## src/rtl/opbyp_pkg.sv

```systemverilog
package opbyp_pkg;

   // Operand steering code; bit 1 = younger (memory) stage, bit 0 = older (writeback) stage
   typedef enum logic [1:0] {
      BYP_RF  = 2'b00,
      BYP_WB  = 2'b01,
      BYP_MEM = 2'b10
   } byp_sel_e;

   localparam int unsigned NUM_OPERANDS = 2;
   localparam int unsigned NUM_PRODUCERS = 2;

endpackage

```

## src/rtl/opbyp_match.sv

```systemverilog
// Decides whether one producing stage supplies one source operand.
module opbyp_match #(
   parameter int unsigned REG_IDX_W  = 5,
   parameter bit          ZERO_GUARD = 1'b1
) (
   input  logic [REG_IDX_W-1:0] src_idx,
   input  logic [REG_IDX_W-1:0] dst_idx,
   input  logic                 wr_en,
   output logic                 hit
);

   logic idx_equal;
   logic dst_valid;

   assign idx_equal = (src_idx == dst_idx);

   generate
      if (ZERO_GUARD) begin : g_zero_guard
         assign dst_valid = wr_en && (dst_idx != '0);
      end else begin : g_no_guard
         assign dst_valid = wr_en;
      end
   endgenerate

   assign hit = idx_equal && dst_valid;

endmodule

```

## src/rtl/opbyp_prio.sv

```systemverilog
// Turns the per-stage hit flags of one operand into a steering code.
module opbyp_prio
   import opbyp_pkg::*;
(
   input  logic     hit_mem,
   input  logic     hit_wb,
   output byp_sel_e sel
);

   always_comb begin
      if (hit_mem) begin
         sel = BYP_MEM;
      end else if (hit_wb) begin
         sel = BYP_WB;
      end else begin
         sel = BYP_RF;
      end
   end

endmodule

```

## src/rtl/opbyp_mux.sv

```systemverilog
// Three-way operand data selector driven by the steering code.
module opbyp_mux
   import opbyp_pkg::*;
#(
   parameter int unsigned DATA_W = 32
) (
   input  byp_sel_e          sel,
   input  logic [DATA_W-1:0] rf_val,
   input  logic [DATA_W-1:0] mem_val,
   input  logic [DATA_W-1:0] wb_val,
   output logic [DATA_W-1:0] out_val
);

   always_comb begin
      unique case (sel)
         BYP_MEM: out_val = mem_val;
         BYP_WB:  out_val = wb_val;
         default: out_val = rf_val;
      endcase
   end

endmodule

```

## src/rtl/opbyp_top.sv

```systemverilog
module opbyp_top
   import opbyp_pkg::*;
#(
   parameter int unsigned REG_IDX_W  = 5,
   parameter int unsigned DATA_W     = 32,
   parameter bit          ZERO_GUARD = 1'b1
) (
   input  logic [REG_IDX_W-1:0] ex_src1_idx,
   input  logic [REG_IDX_W-1:0] ex_src2_idx,
   input  logic [DATA_W-1:0]    ex_src1_val,
   input  logic [DATA_W-1:0]    ex_src2_val,
   input  logic [REG_IDX_W-1:0] mem_dst_idx,
   input  logic                 mem_wr_en,
   input  logic [DATA_W-1:0]    mem_result,
   input  logic [REG_IDX_W-1:0] wb_dst_idx,
   input  logic                 wb_wr_en,
   input  logic [DATA_W-1:0]    wb_result,
   output logic [1:0]           sel_a,
   output logic [1:0]           sel_b,
   output logic [DATA_W-1:0]    alu_in_a,
   output logic [DATA_W-1:0]    alu_in_b
);

   localparam int unsigned NOPS = NUM_OPERANDS;

   generate
      if (REG_IDX_W < 1 || REG_IDX_W > 8) begin : g_bad_idx_w
         $error("opbyp_top: REG_IDX_W must lie in 1..8");
      end
      if (DATA_W < 1) begin : g_bad_data_w
         $error("opbyp_top: DATA_W must be at least 1");
      end
   endgenerate

   logic [REG_IDX_W-1:0] src_idx [NOPS];
   logic [DATA_W-1:0]    src_val [NOPS];
   byp_sel_e             sel     [NOPS];
   logic [DATA_W-1:0]    op_val  [NOPS];

   assign src_idx[0] = ex_src1_idx;
   assign src_idx[1] = ex_src2_idx;
   assign src_val[0] = ex_src1_val;
   assign src_val[1] = ex_src2_val;

   for (genvar op = 0; op < NOPS; op++) begin : g_operand
      logic hit_mem;
      logic hit_wb;

      opbyp_match #(
         .REG_IDX_W  (REG_IDX_W),
         .ZERO_GUARD (ZERO_GUARD)
      ) u_match_mem (
         .src_idx (src_idx[op]),
         .dst_idx (mem_dst_idx),
         .wr_en   (mem_wr_en),
         .hit     (hit_mem)
      );

      opbyp_match #(
         .REG_IDX_W  (REG_IDX_W),
         .ZERO_GUARD (ZERO_GUARD)
      ) u_match_wb (
         .src_idx (src_idx[op]),
         .dst_idx (wb_dst_idx),
         .wr_en   (wb_wr_en),
         .hit     (hit_wb)
      );

      opbyp_prio u_prio (
         .hit_mem (hit_mem),
         .hit_wb  (hit_wb),
         .sel     (sel[op])
      );

      opbyp_mux #(
         .DATA_W (DATA_W)
      ) u_mux (
         .sel     (sel[op]),
         .rf_val  (src_val[op]),
         .mem_val (mem_result),
         .wb_val  (wb_result),
         .out_val (op_val[op])
      );
   end

   assign sel_a    = sel[0];
   assign sel_b    = sel[1];
   assign alu_in_a = op_val[0];
   assign alu_in_b = op_val[1];

endmodule

```

## config.mk

```make
export PLATFORM = sky130hd
export DESIGN_NAME = opbyp_top
export DESIGN_NICKNAME = d
export VERILOG_FILES = /design/src/rtl/opbyp_pkg.sv /design/src/rtl/opbyp_match.sv /design/src/rtl/opbyp_prio.sv /design/src/rtl/opbyp_mux.sv /design/src/rtl/opbyp_top.sv
export SDC_FILE = /design/constraint.sdc
export NUM_CORES = 1
export LEC_CHECK = 0
export BUFFER_PORTS_ARGS = -buffer_cell sky130_fd_sc_hd__buf_2
export CORE_ASPECT_RATIO = 0.9
export CORE_MARGIN = 1
export CORE_UTILIZATION = 25
export DETAILED_ROUTE_END_ITERATION = 12
export PLACE_DENSITY = 0.64
export SYNTH_ARGS = -nofsm -noshare
export SYNTH_HDL_FRONTEND = slang
export SYNTH_SLANG_ARGS = --single-unit
```

## constraint.sdc

```tcl
create_clock -name vclk -period 1.7
set_clock_uncertainty 0.15 [all_clocks]
set_input_delay 0.085 -clock vclk [all_inputs]
set_output_delay 0.085 -clock vclk [all_outputs]
set_load 0.005 [all_outputs]
```

==> results of run 1 <==
## area by class of cell
class	count	area, µm²	area share
inverters	2	10.01	0.002170
multi-input cells	296	2300	0.4986
well taps	119	148.9	0.03228
repair buffers	291	2153	0.4669
## per-stage QoR
step	instance area, µm²	hold slack, ns	setup WS [ns]	utilization	power (mW)
floorplan	2211	0.1505	0.04176	-	0.4772
global placement	3749	0.3606	-0.2957	0.4375	1.097
detailed placement	3749	0.3671	-0.2901	0.4375	1.109
CTS	4234	0.3677	-0.2003	0.4942	1.275
global route	4612	0.3697	-0.2909	0.5383	1.513
finish	4612	0.3597	-0.2200	0.5383	1.446
## timing repair
item / in CTS / in global routing
endpoints found under the setup margin: 66 / 67
buffers inserted: 7 / 0
gates cloned: 4 / 8
pin swaps: 25 / 26
gates resized for setup: 61 / 40
## kinds of logic after synthesis
| family | synth area share |
|---|---|
| xor gates and xnor gates | 0.07923 |
| AOI/OAI and AO/OA | 0.4154 |
| and+or+nand+nor | 0.3763 |
| buffers and inverters | 0.1290 |
## power by group through the flow
stage / sequential [mW] / clock, mW / combinational [mW]
after floorplan: 0 / 0 / 0.477
after global placement: 0 / 0 / 1.10
after detailed placement: 0 / 0 / 1.11
after CTS: 0 / 0 / 1.28
after global routing: 0 / 0 / 1.51
final: 0 / 0 / 1.45
## placed cells by master (no fill, tap or decap)
cell,netlist,routed
buf_8,0,4
buf_4,6,30
o31ai_4,0,10
xor2_1,10,10
or3_4,0,2
xnor2_1,10,10
nor4_2,2,2
nand4_1,66,66
inv_2,2,1
or2_2,2,2
nor3_1,66,60
nor2_2,0,2
inv_4,0,1
buf_16,0,5
o21ai_4,0,1
or4_4,1,2
o21a_4,0,1
nor3_4,0,1
o211ai_4,0,2
o31ai_1,64,26
buf_2,12,214
nor3_2,0,5
a31oi_1,64,64
or2_4,0,2
clkbuf_16,0,6
buf_6,0,15
buf_12,0,17
o31ai_2,0,28
## final timing paths
check / start / slack [ns] / cells after the start / end
worst max-delay path: wb_dst_idx[1] / -0.22 / 9 / alu_in_b[7]
worst min-delay path: ex_src2_val[9] / 0.36 / 4 / alu_in_b[9]
## per-layer routing
metal,GRT usage,routed length [µm]
met4,0.08213,434
met5,0,0
met2,0.5119,7278
met3,0.03156,1532
met1,0.3412,5755
==> impl_metrics.json, run 1 <==
{
  "run_status": "finished, violations left",
  "violations_in_the_final_reports": "negative setup slack",
  "cellInternalPower_mw": 0.6636,
  "number_of_buffer_cells_added_on_primary_ports": 218,
  "synth_area_per_cell_um2": 6.107,
  "worst_slew_margin_rel": 0.7272,
  "worst_path_largest_cell_delay_ns": 0.55,
  "rsz0062_at_grt": "yes",
  "finish.net_count": 741,
  "remaining_drc_errors": 0,
  "gr-usage-all-layers": 0.2813,
  "dieArea_um2": 9224,
  "report.final.setup_viol": 67,
  "io_pins": 218,
  "hold_path_class": "in2out",
  "netlist_area_um2": 2211,
  "post_route_cells_drive_above_1_share": 0.5993,
  "vias": 4401,
  "synth.net_count": 512,
  "gp_routability_congestion": 0.9301,
  "sw_frac_of_total": 0.5410,
  "cp_data_required_time_ns": 1.46,
  "drt-pass1-iter-count": 5,
  "drv.max_cap_violation_count": 0,
  "fp.dieH_um": 91.22,
  "path_cells": "buf_6 > or4_4 > o21ai_4 > buf_12 > buf_12 > buf_16 > o31ai_1 > a31oi_1 > buf_2",
  "seq_power_share": 0,
  "critical_path.startpoint_type": "input port",
  "drt-total-wl_um": 15000,
  "synthDistinctLibCells": 21,
  "share_comb_of_total_power": 1.000,
  "maxSlewViolCount": 0,
  "powerDensity_nw_per_um2": 313.5,
  "netlist.top_cell.by_area": "o31ai_1",
  "register_area_um2": 0,
  "vias_in_the_first_global_route": 4065,
  "fp-row-count": 32,
  "critPathMaxFanout": 9,
  "routedWlPerCell_um": 21.19,
  "clockPowerShare": 0,
  "antenna_found_initial": 0,
  "viasPerCell": 6.216,
  "vdd_drop_max_v": 0.0001635,
  "worst_slew_pin_slew_ns": 0.4092,
  "synth_largest_type_area_fraction": 0.2173,
  "holdBufCountCts": 0,
  "path_class": "in2out",
  "postLayoutSetupSlackWorst_ns": -0.2200,
  "antenna_left": 0,
  "chipWidth_um": 101.1,
  "crit_family": "buffers and inverters",
  "cp_capture_type": "output port",
  "cpMostUsedCell": "buf_12",
  "p_leak_nw": 1.837,
  "grt_first_pass_wirelength_um": 20600,
  "crit_buf_inv": 5,
  "crit_arrival_ns": 1.69,
  "placeableCoreArea_um2": 8568,
  "seq_area_frac_synth": 0,
  "n_clock_buffer": 0,
  "synth.cells.most_frequent": "nand4_1 (66), nor3_1 (66), a31oi_1 (64), o31ai_1 (64), clkbuf_1 (42)",
  "layout-area-overhead-vs-synth_pct": 108.6,
  "drt_first_iter_violations": 430,
  "final_hold_viol_count": 0,
  "synth_top_cells_by_area": "o31ai_1 (22%), nand4_1 (19%), a31oi_1 (18%)",
  "period_minus_slack_ns": 1.920,
  "syn-instance-count": 362,
  "power.net_switching_mw": 0.7822,
  "fin_crit_sh": 1.129,
  "grt_remaining_overflow": 0,
  "start_util": 0.2580,
  "grt_start_max_net_pins": 33,
  "finalSetupTns_ns": -11.90,
  "n_sequential_cell": 0,
  "placed_cells_incl_taps": 689,
  "critPathSlowestCell": "or4_4",
  "antenna_cells": 0,
  "max_freq_ghz": 0.5208,
  "dpl.hpwl_um": 9936,
  "layout.cells.non_filler": 708,
  "yosysWarningCount": 0,
  "final.fill_count": 845
}
(Power assumes the default switching activity.)
==> inputs of run 2 (changes only) <==
- ABC_AREA: not set -> 1
- PLACE_DENSITY: 0.64 -> 0.65
==> run 2 against run 1 <==
Effect of this change: the flow now finishes without violations; first-iteration DRC count is 77% lower; hold slack worse by 0.040 ns; die area is 2.2% lower; maximum frequency is 22% higher; global-route usage is 9.1 points lower; core utilization is 12 points lower; count of clock-buffer cells in the layout stayed put; final cell count is 0.99% lower; combinational power is 55% lower; via count is 24% lower.
==> impl_metrics.json, run 2 <==
{
  "holdPathStages": 4,
  "drt_first_iter_violations": 97,
  "postLayoutSetupSlackWorst_ns": 0.1242,
  "rsz0062_at_grt": "no",
  "netlist.top_cell.by_area": "nand3_1",
  "run_status": "finished, final reports clean",
  "vias": 3360,
  "cts_post_setup_buffers_inserted": 0,
  "report.final.setup_viol": 0,
  "gr-usage-all-layers": 0.1903,
  "grt_remaining_overflow": 0,
  "hold-path-endpoint": "alu_in_a[6]",
  "pnr_total_power_mw": 0.6540,
  "n_sequential_cell": 0,
  "final_hold_viol_count": 0,
  "register_area_um2": 0,
  "fin_crit_sh": 0.9269,
  "layout.cell_area.non_filler_um2": 3416,
  "crit_arrival_ns": 1.34,
  "path_class": "in2out",
  "vdd_drop_max_v": 0.00008782,
  "final.fill_count": 893,
  "final_common_cell": "buf_2",
  "synth.cells.most_frequent": "nand3_1 (148), nand2_1 (100), nand3_2 (49), buf_2 (21), nor2_1 (14)",
  "chipWidth_um": 100,
  "synthDistinctLibCells": 20,
  "p_leak_nw": 1.880,
  "drt-total-wl_um": 9252,
  "number_of_buffer_cells_added_on_primary_ports": 218,
  "worst_slew_margin_rel": 0.7617,
  "synth_largest_type_area_fraction": 0.3428,
  "synthMostInstantiatedCell": "nand3_1",
  "drt-pass1-iter-count": 4,
  "synth_top_cells_by_area": "nand3_1 (34%), nand3_2 (23%), nand2_1 (17%)",
  "fp-row-count": 31,
  "fp.dieH_um": 90.20,
  "antenna_found_initial": 0,
  "remaining_drc_errors": 0,
  "antenna_cells": 0,
  "post_route_cells_drive_above_1_share": 0.5171,
  "drv.max_cap_violation_count": 0,
  "viasPerCell": 4.793,
  "powerDensity_nw_per_um2": 191.5,
  "synth.net_count": 536,
  "maxSlewViolCount": 0,
  "grt_start_max_net_pins": 45,
  "pre_cts_slack_ns": 0.1183,
  "io_pins": 218,
  "yosysWarningCount": 0,
  "post_dp_cell_area_um2": 3401,
  "hold_path_class": "in2out",
  "placeableCoreArea_um2": 8223,
  "postCtsResizedCells": 0,
  "period_minus_slack_ns": 1.576,
  "seq_area_frac_synth": 0,
  "routedWlPerCell_um": 13.20,
  "n_clock_buffer": 0,
  "layout-area-overhead-vs-synth_pct": 58.08,
  "synth_area_per_cell_um2": 5.598,
  "final_core_utilization": 0.4154,
  "worst_slew_pin_slew_ns": 0.3548,
  "layout.cells.most_common_list": "buf_2 (218), nand3_1 (146), nand2_1 (100)",
  "finish.net_count": 738,
  "cp_capture_type": "output port",
  "antenna_left": 0,
  "critPathMaxFanout": 19,
  "worst_hold_startpoint": "mem_result[6]",
  "cp_data_required_time_ns": 1.46,
  "syn-instance-count": 386,
  "dieArea_um2": 9020,
  "max_freq_ghz": 0.6346,
  "vias_in_the_first_global_route": 3105,
  "holdBufCountCts": 0,
  "dpl.hpwl_um": 7307,
  "critical_path.startpoint_type": "input port",
  "finalSetupTns_ns": 0,
  "start_util": 0.2628,
  "netlist_area_um2": 2161,
  "gp_routability_congestion": 0.8390,
  "grt_first_pass_wirelength_um": 14460
}
[run 2: layout make-up]
| type | instances | area, µm² | area share |
|---|---|---|---|
| timing repair buffer | 234 | 1326 | 0.3883 |
| inverter | 20 | 75.07 | 0.02198 |
| multi-input combinational | 332 | 1871 | 0.5476 |
| tap | 115 | 143.9 | 0.04212 |
[run 2: worst max-delay path by stage]
stage	from	end	slack, ns	cells past startpoint
after floorplan	mem_dst_idx[2]	alu_in_a[23]	0.51	9
after global placement	wb_dst_idx[2]	alu_in_b[29]	0.14	10
after detailed placement	wb_dst_idx[2]	alu_in_a[18]	0.12	10
after CTS	wb_dst_idx[2]	alu_in_a[18]	0.12	10
after global routing	wb_dst_idx[2]	alu_in_b[20]	0.003	10
final	wb_dst_idx[2]	alu_in_b[27]	0.12	10
[run 2: logic make-up after synthesis]
group / count (synthesis) / synth area share
simple gates: 322 / 0.8170
xor+xnor: 10 / 0.04053
buf+inv: 54 / 0.1424
[run 2: metal layers]
layer / routed length [µm] / GRT usage
met1: 3854 / 0.2368
met2: 4656 / 0.3730
met3: 704 / 0.008554
met4: 37 / 0.007246
met5: 0 / 0
[run 2: stage by stage]
stage | cells | hold slack, ns
after global routing | 701 | 0.3364
final | 701 | 0.3201
after floorplan | 386 | 0.1304
after CTS | 701 | 0.3215
after global placement | 701 | 0.3174
after detailed placement | 701 | 0.3204
[run 2: where the power goes]
group          internal (mW)  leakage (nW)  total, mW  switching (mW)
clock                      0             0          0               0
sequential                 0             0          0               0
combinational          0.325          1.88      0.654           0.329
total                  0.325          1.88      0.654           0.329
[run 2: critical path: stages]
cell and delay (ns):
buf_2 0.13, nor2_1 0.14, nand3_1 0.10, nand2_2 0.15
inv_2 0.06, nand3_2 0.08, buf_4 0.25, nand3_1 0.12
nand3_1 0.09, buf_2 0.12
